<file path="src/rtl/ebc_pkg.sv">
package ebc_pkg;

  localparam int BYTE_W = 8;
  localparam int LANES  = 2;
  localparam int DATA_W = BYTE_W * LANES;

  typedef enum logic [1:0] {
    S_IDLE,
    S_T1,
    S_WAIT,
    S_T2
  } ebc_state_e;

  // place write data on the lanes for the selected area width and size
  function automatic logic [DATA_W-1:0] lane_data(input logic wide, input logic half,
                                                  input logic [DATA_W-1:0] wd);
    if (!wide) return {{BYTE_W{1'b0}}, wd[BYTE_W-1:0]};
    if (half)  return wd;
    return {wd[BYTE_W-1:0], wd[BYTE_W-1:0]};
  endfunction

  // active-low lane enables
  function automatic logic [LANES-1:0] lane_en_n(input logic wide, input logic half,
                                                 input logic a0);
    if (!wide) return 2'b10;
    if (half)  return 2'b00;
    return a0 ? 2'b01 : 2'b10;
  endfunction

endpackage

</file>
<file path="src/rtl/ebc_area_decode.sv">
module ebc_area_decode #(
  parameter int N_AREA = 4,
  parameter int PAGE_W = 8,
  parameter int SEL_W  = 2
) (
  input  logic [PAGE_W-1:0]        page,
  input  logic [N_AREA*PAGE_W-1:0] cfg_base,
  input  logic [N_AREA*PAGE_W-1:0] cfg_mask,
  output logic                     hit,
  output logic [SEL_W-1:0]         idx
);

  logic [N_AREA-1:0] match;

  for (genvar g = 0; g < N_AREA; g++) begin : g_area
    assign match[g] = ((page & cfg_mask[g*PAGE_W +: PAGE_W]) ==
                       (cfg_base[g*PAGE_W +: PAGE_W] & cfg_mask[g*PAGE_W +: PAGE_W]));
  end

  // lowest index wins: scan from the top so the last assignment is the lowest
  always_comb begin
    hit = |match;
    idx = '0;
    for (int i = N_AREA - 1; i >= 0; i--) begin
      if (match[i]) idx = SEL_W'(i);
    end
  end

endmodule

</file>
<file path="src/rtl/ebc_wait_timer.sv">
module ebc_wait_timer #(
  parameter int WAIT_W = 4
) (
  input  logic              clk,
  input  logic              rst,
  input  logic              load,
  input  logic [WAIT_W-1:0] load_val,
  input  logic              tick,
  output logic              is_zero,
  output logic              is_one
);

  logic [WAIT_W-1:0] cnt;

  always_ff @(posedge clk) begin
    if (rst) begin
      cnt <= '0;
    end else if (load) begin
      cnt <= load_val;
    end else if (tick && cnt != '0) begin
      cnt <= cnt - 1'b1;
    end
  end

  assign is_zero = (cnt == '0);
  assign is_one  = (cnt == WAIT_W'(1));

endmodule

</file>
<file path="src/rtl/ebc_ctrl.sv">
module ebc_ctrl
  import ebc_pkg::*;
#(
  parameter int ADDR_W = 24,
  parameter int PAGE_W = 8,
  parameter int N_AREA = 4,
  parameter int WAIT_W = 4
) (
  input  logic                     clk,
  input  logic                     rst,
  input  logic [N_AREA*PAGE_W-1:0] cfg_base,
  input  logic [N_AREA*PAGE_W-1:0] cfg_mask,
  input  logic [N_AREA-1:0]        cfg_wide,
  input  logic [N_AREA*WAIT_W-1:0] cfg_wait,
  input  logic                     req_valid,
  input  logic [ADDR_W-1:0]        req_addr,
  input  logic                     req_we,
  input  logic                     req_half,
  input  logic [DATA_W-1:0]        req_wdata,
  output logic                     rsp_done,
  output logic                     rsp_err,
  output logic [DATA_W-1:0]        rsp_rdata,
  output logic [ADDR_W-1:0]        bus_addr,
  output logic [N_AREA-1:0]        bus_cs_n,
  output logic                     bus_rd_n,
  output logic                     bus_wr_n,
  output logic [LANES-1:0]         bus_be_n,
  output logic [DATA_W-1:0]        bus_dout,
  output logic                     bus_doe,
  input  logic [DATA_W-1:0]        bus_din,
  input  logic                     bus_rdy
);

  localparam int SEL_W = (N_AREA > 1) ? $clog2(N_AREA) : 1;

  ebc_state_e        state;
  logic              hit_q, we_q, half_q, wide_q, second_q;
  logic [WAIT_W-1:0] wait_q;
  logic [BYTE_W-1:0] wdata_hi_q;
  logic [BYTE_W-1:0] rd_lo_q;

  logic              dec_hit;
  logic [SEL_W-1:0]  dec_idx;
  logic              sel_wide;
  logic [WAIT_W-1:0] sel_wait;

  logic              accept, split_go, tmr_load, tmr_zero, tmr_one;
  logic [WAIT_W-1:0] tmr_val;
  logic [DATA_W-1:0] rd_asm;

  ebc_area_decode #(
    .N_AREA(N_AREA),
    .PAGE_W(PAGE_W),
    .SEL_W (SEL_W)
  ) i_decode (
    .page    (req_addr[ADDR_W-1 -: PAGE_W]),
    .cfg_base(cfg_base),
    .cfg_mask(cfg_mask),
    .hit     (dec_hit),
    .idx     (dec_idx)
  );

  assign sel_wide = cfg_wide[dec_idx];
  assign sel_wait = cfg_wait[dec_idx*WAIT_W +: WAIT_W];

  assign accept   = (state == S_IDLE) && req_valid;
  assign split_go = (state == S_T2) && hit_q && bus_rdy && !wide_q && half_q && !second_q;
  assign tmr_load = accept || split_go;
  assign tmr_val  = accept ? sel_wait : wait_q;

  ebc_wait_timer #(.WAIT_W(WAIT_W)) i_timer (
    .clk     (clk),
    .rst     (rst),
    .load    (tmr_load),
    .load_val(tmr_val),
    .tick    (state == S_WAIT),
    .is_zero (tmr_zero),
    .is_one  (tmr_one)
  );

  // read result for the cycle that finishes the access
  always_comb begin
    if (wide_q) begin
      if (half_q)           rd_asm = bus_din;
      else if (bus_addr[0]) rd_asm = {{BYTE_W{1'b0}}, bus_din[DATA_W-1:BYTE_W]};
      else                  rd_asm = {{BYTE_W{1'b0}}, bus_din[BYTE_W-1:0]};
    end else begin
      if (half_q) rd_asm = {bus_din[BYTE_W-1:0], rd_lo_q};
      else        rd_asm = {{BYTE_W{1'b0}}, bus_din[BYTE_W-1:0]};
    end
  end

  always_ff @(posedge clk) begin
    if (rst) begin
      state      <= S_IDLE;
      hit_q      <= 1'b0;
      we_q       <= 1'b0;
      half_q     <= 1'b0;
      wide_q     <= 1'b0;
      second_q   <= 1'b0;
      wait_q     <= '0;
      wdata_hi_q <= '0;
      rd_lo_q    <= '0;
      rsp_done   <= 1'b0;
      rsp_err    <= 1'b0;
      rsp_rdata  <= '0;
      bus_addr   <= '0;
      bus_cs_n   <= '1;
      bus_rd_n   <= 1'b1;
      bus_wr_n   <= 1'b1;
      bus_be_n   <= '1;
      bus_dout   <= '0;
      bus_doe    <= 1'b0;
    end else begin
      rsp_done <= 1'b0;
      rsp_err  <= 1'b0;
      unique case (state)
        S_IDLE: begin
          if (req_valid) begin
            hit_q      <= dec_hit;
            we_q       <= req_we;
            half_q     <= req_half;
            wide_q     <= sel_wide;
            second_q   <= 1'b0;
            wait_q     <= sel_wait;
            wdata_hi_q <= req_wdata[DATA_W-1:BYTE_W];
            bus_addr   <= req_half ? {req_addr[ADDR_W-1:1], 1'b0} : req_addr;
            bus_cs_n   <= dec_hit ? ~(N_AREA'(1) << dec_idx) : '1;
            bus_rd_n   <= !(dec_hit && !req_we);
            bus_wr_n   <= !(dec_hit && req_we);
            bus_doe    <= dec_hit && req_we;
            bus_dout   <= lane_data(sel_wide, req_half, req_wdata);
            bus_be_n   <= dec_hit ? lane_en_n(sel_wide, req_half, req_addr[0]) : '1;
            state      <= S_T1;
          end
        end
        S_T1: begin
          if (!hit_q || tmr_zero) begin
            bus_wr_n <= 1'b1;
            state    <= S_T2;
          end else begin
            state <= S_WAIT;
          end
        end
        S_WAIT: begin
          if (tmr_one) begin
            bus_wr_n <= 1'b1;
            state    <= S_T2;
          end
        end
        S_T2: begin
          if (!hit_q) begin
            rsp_done  <= 1'b1;
            rsp_err   <= 1'b1;
            rsp_rdata <= '0;
            state     <= S_IDLE;
          end else if (bus_rdy) begin
            if (split_go) begin
              second_q <= 1'b1;
              rd_lo_q  <= bus_din[BYTE_W-1:0];
              bus_addr <= {bus_addr[ADDR_W-1:1], 1'b1};
              bus_dout <= {{BYTE_W{1'b0}}, wdata_hi_q};
              bus_wr_n <= !we_q;
              state    <= S_T1;
            end else begin
              rsp_done  <= 1'b1;
              rsp_rdata <= we_q ? rsp_rdata : rd_asm;
              bus_cs_n  <= '1;
              bus_rd_n  <= 1'b1;
              bus_wr_n  <= 1'b1;
              bus_doe   <= 1'b0;
              bus_be_n  <= '1;
              state     <= S_IDLE;
            end
          end
        end
        default: state <= S_IDLE;
      endcase
    end
  end

endmodule

</file>
<file path="config.mk">
export PLATFORM = sky130hd
export DESIGN_NAME = ebc_ctrl
export DESIGN_NICKNAME = d
export VERILOG_FILES = /design/src/rtl/ebc_pkg.sv /design/src/rtl/ebc_area_decode.sv /design/src/rtl/ebc_wait_timer.sv /design/src/rtl/ebc_ctrl.sv
export SDC_FILE = /design/constraint.sdc
export NUM_CORES = 1
export LEC_CHECK = 0
export ABC_AREA = 1
export BUFFER_PORTS_ARGS = -buffer_cell sky130_fd_sc_hd__buf_2
export CAP_MARGIN = 20
export CORE_MARGIN = 2
export CORE_UTILIZATION = 53
export DETAILED_ROUTE_END_ITERATION = 7
export GPL_ROUTABILITY_DRIVEN = 0
export PLACE_DENSITY = 0.94
export SLEW_MARGIN = 20
export SYNTH_ARGS = -nofsm -noshare
export SYNTH_HDL_FRONTEND = slang
export SYNTH_SLANG_ARGS = --single-unit
</file>
<file path="constraint.sdc">
create_clock -name clk -period 5.3 [get_ports clk]
set_clock_uncertainty 0.2 [all_clocks]
set_input_delay 0 -clock clk [delete_from_list [all_inputs] [get_ports clk]]
set_output_delay 0 -clock clk [all_outputs]
set_load 0.005 [all_outputs]
</file>
==> reports/qor.csv, run 1 <==
stage,metric,value,unit
floorplan,Die Ht,104,um
timing,Final min period,4.34,ns
drt,drt drc,0,
drt,router iterations before antenna repair,8,
worst_setup_path,Setup crit end kind,flop,
finish,Filler cells,688,
synth,"Seq/Total Area, Yosys",37.2,%
worst_setup_path,R2R depth,10,
job,maxcap violations,0,
worst_setup_path,reg2reg setup slack,1.16,ns
power_and_ir_drop,PD cells,381,mW/mm2
worst_setup_path,Levels on crit path,19,
drt,drt total wl,21200,um
global_routing,total track usage,38.1,%
power_and_ir_drop,Pleak,3.62,nW
place,dpl cells,1125,
synth,Mapped Nets,969,
global_routing,initial antenna violation count,0,
finish,area delta synth->final,40.9,%
run_status,status,completed,
timing,Least-Margin Pin Slew,0.903,ns
place,Detail Placement HPWL,12300,um
clock_tree,clock-pin slew of the registers on the worst-case setup and hold paths,0.12,ns
worst_setup_path,"most used cell, CP",nand2_1,
finish,diode count,0,
timing,Slew headroom,39.5,%
finish,share of layout cells above drive strength 1,22.6,%
worst_setup_path,Critical Path RT,5.42,ns
power_and_ir_drop,Cell Int Power,1.56,mW
finish,FF+latch area,0.00196,mm2
clock_tree,CTS tree,done,
global_routing,vias in the first global route,6804,
worst_hold_path,Hold Path Stages,5,
place,PortBufs,212,
timing,Hold Fails Final Rpt,0,
timing,Max Clk Rate,230,MHz
clock_tree,CTS root buf,clkbuf_8,
power_and_ir_drop,Peak VDD IR,311,uV
worst_hold_path,worst hold endpoint,bus_be_n[0],
synth,synth unique cells,38,
drt,Via Count,7079,
synth,syn_area_per_cell,6.46,um2
synth,"flops & latches, synth",98,
worst_setup_path,worst reg2reg path endpoint,bus_dout[8],
synth,Mapped Area,0.00527,mm2
floorplan,Ports,213,
floorplan,Placeable Area,0.00973,mm2
clock_tree,Max Buffers Root-to-Sink,2,
clock_tree,Resized Gates After CTS,0,
clock_tree,Sink Count,98,
floorplan,Starting Density,54.2,%
floorplan,Horiz. Die Dim,104,um
timing,Final Worst Setup Slack,0.959,ns
synth,Yosys warnings,0,
power_and_ir_drop,clock network power share,16.3,%
finish,Layout Cells excl Fill,1232,
timing,RSZ-0062 raised after global routing,false,
worst_setup_path,CP max FO,7,
power_and_ir_drop,Net Sw Frac,44.8,%
drt,WL per Instance,17.2,um
worst_hold_path,Worst Hold Class,primary input to flop,
drt,initial drt markers,754,
clock_tree,cts bufs inserted,9,
timing,Pins Over Slew Limit,0,
power_and_ir_drop,Flop pwr share,37.4,%
drt,vias per std cell,5.75,
finish,"commonest non-fill, non-tap cells in the layout","221 x nand2_1, 212 x buf_2, 99 x nand3_1",
worst_setup_path,Crit path largest cell delay,0.60,ns
synth,cells after synthesis,816,
clock_tree,# H-tree levels,3,
place,pre-CTS WS,1.82,ns
global_routing,largest net degree at the start of global routing,61,
timing,Fin Setup TNS,0,ns
worst_hold_path,hold path start,cfg_wide[1],
worst_setup_path,slowest CP cell,dlygate4sd3_1,
global_routing,gr ovfl total,0,
finish,"Net count, final",1247,
worst_setup_path,CP top delay family,buffers and inverters,
clock_tree,Clock Latency Late Sink,0.38,ns
worst_setup_path,CP bufs+invs,7,
worst_setup_path,crit start category,primary input,
power_and_ir_drop,P_sw,1.27,mW
timing,"Setup violations, final",0,
power_and_ir_drop,logic gate share of total power,46.4,%
floorplan,cell row count,36,
finish,"commonest non-fill, non-tap cell in the layout",nand2_1,
finish,area of the multi-input gates,0.00285,mm2
worst_setup_path,Critical Path AT,4.46,ns
finish,end-of-flow core utilization,76.4,%
worst_setup_path,worst reg2reg startpoint,state[0],
timing,period utilization,81.9,%
worst_setup_path,critical path cell sequence,dlygate4sd3_1 > buf_2 > inv_1 > nand2_1 > nand3_1 > nand2_1 > dlygate4sd3_1 > nor2_1 > dlygate4sd3_1 > nand2_1 > nand2_1 > nand2_1 > nand2_1 > nand2_1 > nand2_1 > dlygate4sd3_1 > nand2_1 > a21boi_0 > dlygate4sd3_1,
global_routing,first-pass GRT wire length,33500,um
floorplan,area of the die,0.0108,mm2
worst_setup_path,worst setup path startpoint,req_addr[19],
worst_setup_path,critical path class,primary input to flop,
drt,DRT antenna net count,0,
[routing by layer]
layer  routed length [um]  vias to the layer above  track usage [%]
met5                    0                        -                0
li1                     -                     3244                -
met1                 7500                     3132             44.0
met2                10100                      578             66.0
met4                 1130                        0             19.2
met3                 2410                      125             8.94
[flip-flops by register name, summed over array words and instances, names as in the netlist]
register	cells
wide_q	1
wdata_hi_q	8
rd_lo_q	8
rsp_err	1
bus_be_n	2
i_timer.cnt	4
wait_q	4
half_q	1
bus_doe	1
state	2
second_q	1
rsp_done	1
bus_dout	16
rsp_rdata	16
bus_cs_n	4
bus_wr_n	1
bus_addr	24
we_q	1
hit_q	1
bus_rd_n	1
[tightest hold or removal path, stage by stage]
cell and delay (ns):
buf_2 0.08, nand3_1 0.11, nand3_4 0.19, nand2_1 0.09, o21ai_1 0.13
[kinds of logic (layout without fill, tap and decap cells)]
family,Yosys count,after routing,synth area share (%)
AO/OA/AOI/OAI,179,179,18.8
XOR/XNOR,2,2,0.332
adder cells (fa/ha/maj),7,7,1.66
buffers and inverters,113,396,8.73
flip-flops,98,98,37.2
AND/OR/NAND/NOR,417,417,33.3
[cells in the mapped netlist, drive strengths merged]
cell	count	area share [%]
nand2	225	16
nand3	100	9.7
dfxtp	98	37
a21oi	96	9.4
nor2	78	5.6
inv	71	5.1
o21ai	48	4.6
clkbuf	27	1.9
buf	12	1.5
a31oi	8	0.95
o31ai	8	1.1
ha	7	1.7
nor3	6	0.76
o211ai	6	0.85
or2	5	0.59
a211oi	4	0.57
a21boi	3	0.43
clkinv	3	0.24
o22ai	3	0.36
nand3b	2	0.28
o32ai	2	0.33
xor2	2	0.33
nand4	1	0.12
o211a	1	0.19
[area by class of cell]
| cell class | instances | area share, % |
|---|---|---|
| clock buffers | 10 | 1.72 |
| clock inverters | 6 | 0.690 |
| inverters | 74 | 3.75 |
| multi-input cells | 605 | 38.4 |
| flip-flops and latches | 98 | 26.4 |
| well taps | 133 | 2.24 |
| repair buffers | 306 | 26.8 |
[worst max path at each step]
stage	endpoint	slack (ns)
6_report	wait_q[3]	0.96
5_1_grt	wait_q[0]	0.74
4_1_cts	wait_q[0]	1.23
3_5_place_dp	bus_dout[14]	1.82
3_3_place_gp	bus_dout[15]	1.98
2_1_floorplan	bus_cs_n[3]	3.24
[power groups by stage]
| stage | sequential, mW | combinational (mW) | clock, mW |
|---|---|---|---|
| 2_1_floorplan | 1.02 | 0.802 | 0 |
| 3_3_place_gp | 1.05 | 1.11 | 0 |
| 3_5_place_dp | 1.06 | 1.14 | 0 |
| 4_1_cts | 1.04 | 1.22 | 0.455 |
| 5_1_grt | 1.07 | 1.42 | 0.491 |
| 6_report | 1.06 | 1.31 | 0.460 |
[what timing repair did]
item | in CTS | in global routing
buffers inserted | 0 | 0
hold buffers | 91 | 0
hold endpoints to repair | 93 | 0
[per-stage QoR]
step / power [mW] / hold WS, ns / area [um2]
5_1_grt: 2.98 / 0.0652 / 7430
3_5_place_dp: 2.20 / 0.0703 / 6340
6_report: 2.83 / 0.0441 / 7430
4_1_cts: 2.72 / 0.0242 / 7430
3_3_place_gp: 2.16 / 0.0642 / 6340
2_1_floorplan: 1.82 / -0.0543 / 5270
Power figures use the tool's default switching activity.
==> inputs of run 2 (changes only) <==
--- a/config.mk
+++ b/config.mk
@@ -9,10 +9,10 @@
 export BUFFER_PORTS_ARGS = -buffer_cell sky130_fd_sc_hd__buf_2
 export CAP_MARGIN = 20
 export CORE_MARGIN = 2
-export CORE_UTILIZATION = 53
+export CORE_UTILIZATION = 44
 export DETAILED_ROUTE_END_ITERATION = 7
 export GPL_ROUTABILITY_DRIVEN = 0
-export PLACE_DENSITY = 0.94
+export PLACE_DENSITY = 0.84
 export SLEW_MARGIN = 20
 export SYNTH_ARGS = -nofsm -noshare
 export SYNTH_HDL_FRONTEND = slang
==> constraint.sdc (replaced) <==
create_clock -name clk -period 3.85 [get_ports clk]
set_clock_uncertainty 0.2 [all_clocks]
set_input_delay 0 -clock clk [delete_from_list [all_inputs] [get_ports clk]]
set_output_delay 0 -clock clk [all_outputs]
set_load 0.005 [all_outputs]
==> run 2 against run 1 <==
Effect of this change: wire length shrank 12%; critical path depth is the same; combinational power grew 32%; first-iteration DRC count shrank 33%; sequential power grew 34%; sequential cell count is the same; final cell count grew 0.73%; global-route usage shrank 8.9 points; non-clock buffer count shrank 3; count of clock-buffer cells in the layout grew 1; largest cell class unchanged.
==> reports/qor.csv, run 2 (synthesis results as in run 1) <==
stage,metric,value,unit,change
worst_hold_path,Worst Hold Class,primary input to flop,,unchanged
floorplan,Placeable Area,0.0116,mm2,was 0.00973 mm2
floorplan,Horiz. Die Dim,113,um,was 104 um
drt,router iterations before antenna repair,5,,was 8
finish,"Net count, final",1244,,was 1247
global_routing,vias in the first global route,6445,,was 6804
drt,drt total wl,18600,um,was 21200 um
place,pre-CTS WS,0.902,ns,was 1.82 ns
worst_setup_path,CP top delay family,buffers and inverters,,unchanged
worst_setup_path,critical path class,primary input to flop,,unchanged
drt,drt drc,0,,unchanged
run_status,status,completed,,unchanged
power_and_ir_drop,PD cells,542,mW/mm2,was 381 mW/mm2
place,PortBufs,212,,unchanged
worst_setup_path,slowest CP cell,dlygate4sd3_1,,unchanged
floorplan,area of the die,0.0129,mm2,was 0.0108 mm2
global_routing,gr ovfl total,0,,unchanged
timing,Max Clk Rate,269,MHz,
timing,Least-Margin Pin Slew,0.988,ns,was 0.903 ns
worst_setup_path,"most used cell, CP",nand2_1,,unchanged
finish,share of layout cells above drive strength 1,23.0,%,was 22.6%
global_routing,initial antenna violation count,0,,unchanged
worst_setup_path,Critical Path AT,3.73,ns,was 4.46 ns
timing,Hold Fails Final Rpt,0,,unchanged
global_routing,first-pass GRT wire length,30700,um,was 33500 um
worst_setup_path,Setup crit end kind,flop,,unchanged
clock_tree,cts bufs inserted,9,,unchanged
clock_tree,clock-pin slew of the registers on the worst-case setup and hold paths,0.07,ns,was 0.12 ns
global_routing,largest net degree at the start of global routing,60,,was 61
floorplan,Die Ht,113,um,was 104 um
power_and_ir_drop,Peak VDD IR,420,uV,was 311 uV
timing,period utilization,96.4,%,
drt,vias per std cell,5.34,,was 5.75
floorplan,cell row count,39,,was 36
drt,WL per Instance,15.0,um,was 17.2 um
drt,Via Count,6625,,was 7079
place,Detail Placement HPWL,12400,um,was 12300 um
drt,DRT antenna net count,0,,unchanged
global_routing,total track usage,29.2,%,was 38.1%
power_and_ir_drop,Pleak,3.69,nW,was 3.62 nW
clock_tree,Sink Count,98,,unchanged
finish,area delta synth->final,43.2,%,was 40.9%
worst_setup_path,Crit path largest cell delay,0.58,ns,was 0.60 ns
finish,"commonest non-fill, non-tap cells in the layout","220 x nand2_1, 212 x buf_2, 99 x nand3_1",,"was 221 x nand2_1, 212 x buf_2, 99 x nand3_1"
timing,"Setup violations, final",0,,unchanged
finish,number of flip-flops under the largest register name,24,,unchanged
drt,initial drt markers,502,,was 754
clock_tree,Post-CTS Setup Bufs,0,,unchanged
worst_setup_path,critical path cell sequence,dlygate4sd3_1 > buf_2 > inv_2 > nand2_1 > nand3_1 > nand2_1 > dlygate4sd3_1 > nor2_1 > nand2_1 > nand2_2 > nand2_1 > nand2_1 > nand2_1 > dlygate4sd3_1 > nand2_1 > nand2_1 > dlygate4sd3_1 > nand3_1 > nand2_1,,was dlygate4sd3_1 > buf_2 > inv_1 > nand2_1 > nand3_1 > nand2_1 > dlygate4sd3_1 > nor2_1 > dlygate4sd3_1 > nand2_1 > nand2_1 > nand2_1 > nand2_1 > nand2_1 > nand2_1 > dlygate4sd3_1 > nand2_1 > a21boi_0 > dlygate4sd3_1
finish,end-of-flow core utilization,65.3,%,was 76.4%
clock_tree,Max Buffers Root-to-Sink,2,,unchanged
clock_tree,CTS root buf,clkbuf_16,,was clkbuf_8
timing,Slew headroom,33.7,%,was 39.5%
timing,Final Worst Setup Slack,0.138,ns,was 0.959 ns
timing,Final min period,3.71,ns,
worst_setup_path,CP bufs+invs,6,,was 7
floorplan,Starting Density,45.6,%,was 54.2%
floorplan,Ports,213,,unchanged
clock_tree,CTS tree,done,,unchanged
job,maxcap violations,0,,unchanged
clock_tree,# H-tree levels,3,,unchanged
worst_setup_path,Critical Path RT,3.87,ns,was 5.42 ns
worst_setup_path,CP max FO,7,,unchanged
finish,"commonest non-fill, non-tap cell in the layout",nand2_1,,unchanged
finish,largest register by flop count,bus_addr,,unchanged
finish,biggest regs,"bus_addr: 24 flops, bus_dout: 16 flops, rsp_rdata: 16 flops",,unchanged
clock_tree,Clock Latency Late Sink,0.34,ns,was 0.38 ns
power_and_ir_drop,Total Power,4.09,mW,was 2.83 mW
worst_setup_path,crit start category,primary input,,unchanged
timing,Pins Over Slew Limit,0,,unchanged
-- run 2: cell count changes in the layout (fill, tap and decap cells not counted), moves of 2 or more --
| cell | change |
|---|---|
| buf_4 | +2 |
| clkbuf_16 | +9 |
| clkbuf_8 | -7 |
| clkinvlp_4 | -3 |
| diode_2 | +2 |
| dlygate4sd3_1 | -5 |
-- run 2: worst paths after layout --
check                from  slack (ns)  depth (start not counted)             end
min reg2reg    rd_lo_q[4]        0.26                          2      rd_lo_q[4]
max reg2reg      state[0]        0.62                         10   rsp_rdata[14]
min           cfg_wide[0]       0.006                          5    bus_dout[10]
max          req_addr[23]        0.14                         19  i_timer.cnt[0]
-- run 2: power by group --
part | total [mW] | switching [mW] | internal [mW]
clock network | 0.938 | 0.395 | 0.543
registers | 1.42 | 0.164 | 1.26
logic | 1.73 | 1.09 | 0.644
-- run 2: what timing repair did --
item | in CTS | in global routing
hold buffers | 86 | 0
setup endpoints to repair | 0 | 2
resized for setup | 0 | 1
endpoints found under the hold margin | 91 | 0
-- run 2: worst reg2reg max path, cell delays in order, from the launching register on --
cell           delay [ns]
dfxtp_1              0.33
ha_1                 0.38
inv_2                0.13
nor3_2               0.05
nand2_1              0.12
buf_4                0.25
o211ai_1             0.16
a21oi_2              0.61
o211ai_1             0.19
dlygate4sd3_1        0.61
a21oi_1              0.12
-- run 2: layer usage --
layer  vias up  GRT usage [%]  wire [um]
li1       3237              -          -
met1      2963           37.0       7490
met2       354           47.8       8900
met3        71           6.48       1560
met4         0           12.8        663
met5         -              0          0
-- run 2: stage by stage --
step	setup TNS, ns	hold slack [ns]	cells	cell area [um2]
after floorplan	0	-0.0543	816	5270
after global placement	0	0.0660	1137	6370
after detailed placement	0	0.0806	1137	6370
after CTS	0	0.00495	1239	7540
after global routing	-0.00808	0.0356	1239	7550
final	0	0.00573	1241	7550
-- run 2: cell type report --
type | instances | area (um2)
Multi-Input combinational cell | 605 | 2850
Sequential cell | 98 | 1960
Clock buffer | 11 | 253
Inverter | 74 | 279
Clock inverter | 5 | 61.3
Fill cell | 974 | 4010
Timing Repair Buffer | 303 | 1960
Tap cell | 143 | 179
Antenna cell | 2 | 5.00
==> inputs of run 3 (changes only) <==
--- a/config.mk
+++ b/config.mk
@@ -5,14 +5,14 @@
 export SDC_FILE = /design/constraint.sdc
 export NUM_CORES = 1
 export LEC_CHECK = 0
-export ABC_AREA = 1
+export ABC_AREA = 0
 export BUFFER_PORTS_ARGS = -buffer_cell sky130_fd_sc_hd__buf_2
 export CAP_MARGIN = 20
 export CORE_MARGIN = 2
-export CORE_UTILIZATION = 44
+export CORE_UTILIZATION = 43
 export DETAILED_ROUTE_END_ITERATION = 7
 export GPL_ROUTABILITY_DRIVEN = 0
-export PLACE_DENSITY = 0.84
+export PLACE_DENSITY = 0.83
 export SLEW_MARGIN = 20
 export SYNTH_ARGS = -nofsm -noshare
 export SYNTH_HDL_FRONTEND = slang
==> run 3 against run 2 <==
Effect of this change: wire length decreased by 12%; critical path type unchanged; utilization is 2.5 points lower; via count decreased by 18%; clock power down 9.3%.
==> reports/qor.csv, run 3 <==
stage,metric,value,unit,change
run_status,status,completed,,unchanged
synth,Mapped Nets,762,,was 969
worst_setup_path,Critical Path RT,3.88,ns,was 3.87 ns
worst_setup_path,CP max FO,5,,was 7
drt,met3 wire len,1000,um,was 1560 um
finish,diode count,0,,was 2
clock_tree,# H-tree levels,3,,unchanged
clock_tree,cts bufs inserted,9,,unchanged
global_routing,initial antenna violation count,0,,unchanged
synth,Yosys warnings,0,,unchanged
drt,vias per std cell,5.31,,was 5.34
synth,most common cell in the synthesized netlist,nand2_1,,unchanged
drt,WL per Instance,16.0,um,was 15.0 um
timing,Slew headroom,38.4,%,was 33.7%
worst_setup_path,crit start category,primary input,,unchanged
drt,drt total wl,16300,um,was 18600 um
timing,"Setup violations, final",0,,unchanged
worst_setup_path,slowest CP cell,dlygate4sd3_1,,unchanged
place,PortBufs,212,,unchanged
synth,Post-synth EDFFs,0,,unchanged
timing,RSZ-0062 raised after global routing,false,,
worst_setup_path,Setup crit end kind,flop,,unchanged
synth,Post-synth top cells,"143 x nand2_1, 98 x dfxtp_1, 67 x a21oi_1",,"was 221 x nand2_1, 99 x nand3_1, 98 x dfxtp_1"
timing,Pins Over Slew Limit,0,,unchanged
synth,cells after synthesis,609,,was 816
drt,drt drc,0,,unchanged
job,maxcap violations,0,,unchanged
floorplan,Die Ht,112,um,was 113 um
global_routing,gr ovfl total,0,,unchanged
finish,share of layout cells above drive strength 1,29.4,%,was 23.0%
synth,syn_area_per_cell,8.16,um2,was 6.46 um2
drt,router iterations before antenna repair,5,,unchanged
worst_setup_path,Crit path largest cell delay,0.66,ns,was 0.58 ns
worst_setup_path,"most used cell, CP",dlygate4sd3_1,,was nand2_1
finish,"Net count, final",1027,,was 1244
timing,Least-Margin Pin Slew,0.924,ns,was 0.988 ns
worst_setup_path,Critical Path AT,3.41,ns,was 3.73 ns
finish,"commonest non-fill, non-tap cell in the layout",buf_2,,was nand2_1
place,Detail Placement HPWL,11000,um,was 12400 um
synth,"flops & latches, synth",98,,unchanged
worst_setup_path,critical path cell sequence,dlygate4sd3_1 > buf_2 > xor2_1 > a22oi_1 > dlygate4sd3_1 > nand4_1 > a31oi_2 > nor2b_1 > a2111oi_0 > dlygate4sd3_1 > nor3_1,,was dlygate4sd3_1 > buf_2 > inv_2 > nand2_1 > nand3_1 > nand2_1 > dlygate4sd3_1 > nor2_1 > nand2_1 > nand2_2 > nand2_1 > nand2_1 > nand2_1 > dlygate4sd3_1 > nand2_1 > nand2_1 > dlygate4sd3_1 > nand3_1 > nand2_1
floorplan,Horiz. Die Dim,112,um,was 113 um
synth,Synth area leader,dfxtp_1,,unchanged
floorplan,Placeable Area,0.0114,mm2,was 0.0116 mm2
floorplan,cell row count,39,,unchanged
global_routing,total track usage,25.8,%,was 29.2%
finish,post-route cell area,0.00714,mm2,was 0.00755 mm2
synth,post-synthesis async set-or-reset flop share,0,%,unchanged
place,Area after DPL,0.00606,mm2,was 0.00637 mm2
timing,Max Clk Rate,296,MHz,was 269 MHz
drt,DRT antenna net count,0,,unchanged
timing,Hold Fails Final Rpt,0,,unchanged
drt,Via Count,5425,,was 6625
clock_tree,Post-CTS Setup Bufs,0,,unchanged
timing,Final min period,3.38,ns,was 3.71 ns
finish,largest register by flop count,bus_addr,,unchanged
worst_setup_path,CP top delay family,buffers and inverters,,unchanged
clock_tree,CTS root buf,clkbuf_16,,unchanged
floorplan,Starting Density,43.7,%,was 45.6%
worst_setup_path,CP bufs+invs,4,,was 6
power_and_ir_drop,Peak VDD IR,318,uV,was 420 uV
global_routing,largest net degree at the start of global routing,49,,was 60
drt,uppermost layer routed,met4,,unchanged
power_and_ir_drop,PD cells,489,mW/mm2,was 542 mW/mm2
finish,Filler cells,955,,was 974
clock_tree,Clock Latency Late Sink,0.35,ns,was 0.34 ns
clock_tree,Sink Count,98,,unchanged
drt,wl on met1,6550,um,was 7490 um
clock_tree,clock-pin slew of the registers on the worst-case setup and hold paths,0.07,ns,about the same
finish,area delta synth->final,43.6,%,was 43.2%
worst_hold_path,Worst Hold Class,primary input to flop,,unchanged
finish,number of flip-flops under the largest register name,24,,unchanged
power_and_ir_drop,Pleak,3.14,nW,was 3.69 nW
drt,wire length on met2,8260,um,was 8900 um
timing,Fin Setup TNS,0,ns,unchanged
timing,period utilization,87.7,%,was 96.4%
clock_tree,Max Buffers Root-to-Sink,2,,unchanged
synth,share of the synthesized area in the top cell type,39.5,%,was 37.2%
synth,Mapped Area,0.00497,mm2,was 0.00527 mm2
clock_tree,Resized Gates After CTS,0,,unchanged
synth,Main synth FF type,dfxtp_1,,unchanged
finish,"commonest non-fill, non-tap cells in the layout","212 x buf_2, 143 x nand2_1, 98 x dfxtp_1",,"was 220 x nand2_1, 212 x buf_2, 99 x nand3_1"
synth,Synth area leaders,"dfxtp_1 39%, nand2_1 11%, mux2i_1 6.8%",,"was dfxtp_1 37%, nand2_1 16%, nand3_1 9.4%"
floorplan,Ports,213,,unchanged
finish,biggest regs,"bus_addr: 24 flops, bus_dout: 16 flops, rsp_rdata: 16 flops",,unchanged
power_and_ir_drop,Total Power,3.49,mW,was 4.09 mW
synth,"Seq/Total Area, Yosys",39.5,%,was 37.2%
synth,synth unique cells,49,,was 38
global_routing,first-pass GRT wire length,26100,um,was 30700 um
floorplan,area of the die,0.0124,mm2,was 0.0129 mm2
clock_tree,CTS tree,done,,unchanged
worst_setup_path,critical path class,primary input to flop,,unchanged
global_routing,vias in the first global route,5510,,was 6445
drt,initial drt markers,294,,was 502
## run 3: power by group
group          switching, mW  internal (mW)
Sequential             0.127           1.19
Combinational          0.767          0.552
Clock                  0.396          0.456
Total                   1.29           2.20
## run 3: path summary, 6_finish.rpt
check                                    from              to  slack [ns]  cells past startpoint
worst max-delay path             req_addr[22]  i_timer.cnt[3]        0.47                     11
worst min-delay path              cfg_wait[0]  i_timer.cnt[0]        0.03                      4
worst max register to register          hit_q    bus_dout[11]        0.55                      7
worst min register to register  rsp_rdata[15]   rsp_rdata[15]        0.25                      2
## run 3: timing repair
action / CTS / global route
endpoints found under the setup margin: 0 / 0
hold buffers: 80 / 0
hold endpoints to repair: 91 / 0
## run 3: final cells by class
| class | count | area [um2] | share of cell area, % |
|---|---|---|---|
| clock buffers | 10 | 239 | 3.35 |
| clock inverters | 6 | 41.3 | 0.578 |
| inverters | 6 | 22.5 | 0.315 |
| multi-input cells | 459 | 2780 | 38.9 |
| flip-flops and latches | 98 | 1960 | 27.5 |
| well taps | 143 | 179 | 2.51 |
| repair buffers | 300 | 1920 | 26.9 |
## run 3: cell families (layout without fill, tap and decap cells)
kind of cell	after synthesis	in the layout	synth area share [%]
AO/OA/AOI/OAI	137	137	17.3
buffers and inverters	52	322	4.96
XOR/XNOR	34	34	5.99
flip-flops	98	98	39.5
adder cells (fa/ha/maj)	7	7	1.76
AND/OR/NAND/NOR	239	239	21.8
multiplexers	42	42	8.66
## run 3: worst min-delay path, stage by stage
cell and delay (ns):
buf_2 0.08, and2b_1 0.16, a2111oi_4 0.05, a211oi_1 0.23
## run 3: stage by stage
step / hold WS [ns] / std cells / utilization, % / worst slack, ns
after floorplan: -0.0717 / 609 / - / 1.81
after global placement: 0.0431 / 926 / 53.3 / 0.773
after detailed placement: 0.0460 / 926 / 53.3 / 0.679
after CTS: 0.00788 / 1022 / 62.8 / 0.619
after global routing: 0.0332 / 1022 / 62.8 / 0.270
final: 0.0308 / 1022 / 62.8 / 0.472
## run 3: metal layers
layer | GRT usage (%) | up-vias
li1 | - | 2633
met2 | 47.1 | 210
met1 | 28.5 | 2535
met5 | 0 | -
met3 | 7.19 | 47
met4 | 9.55 | 0
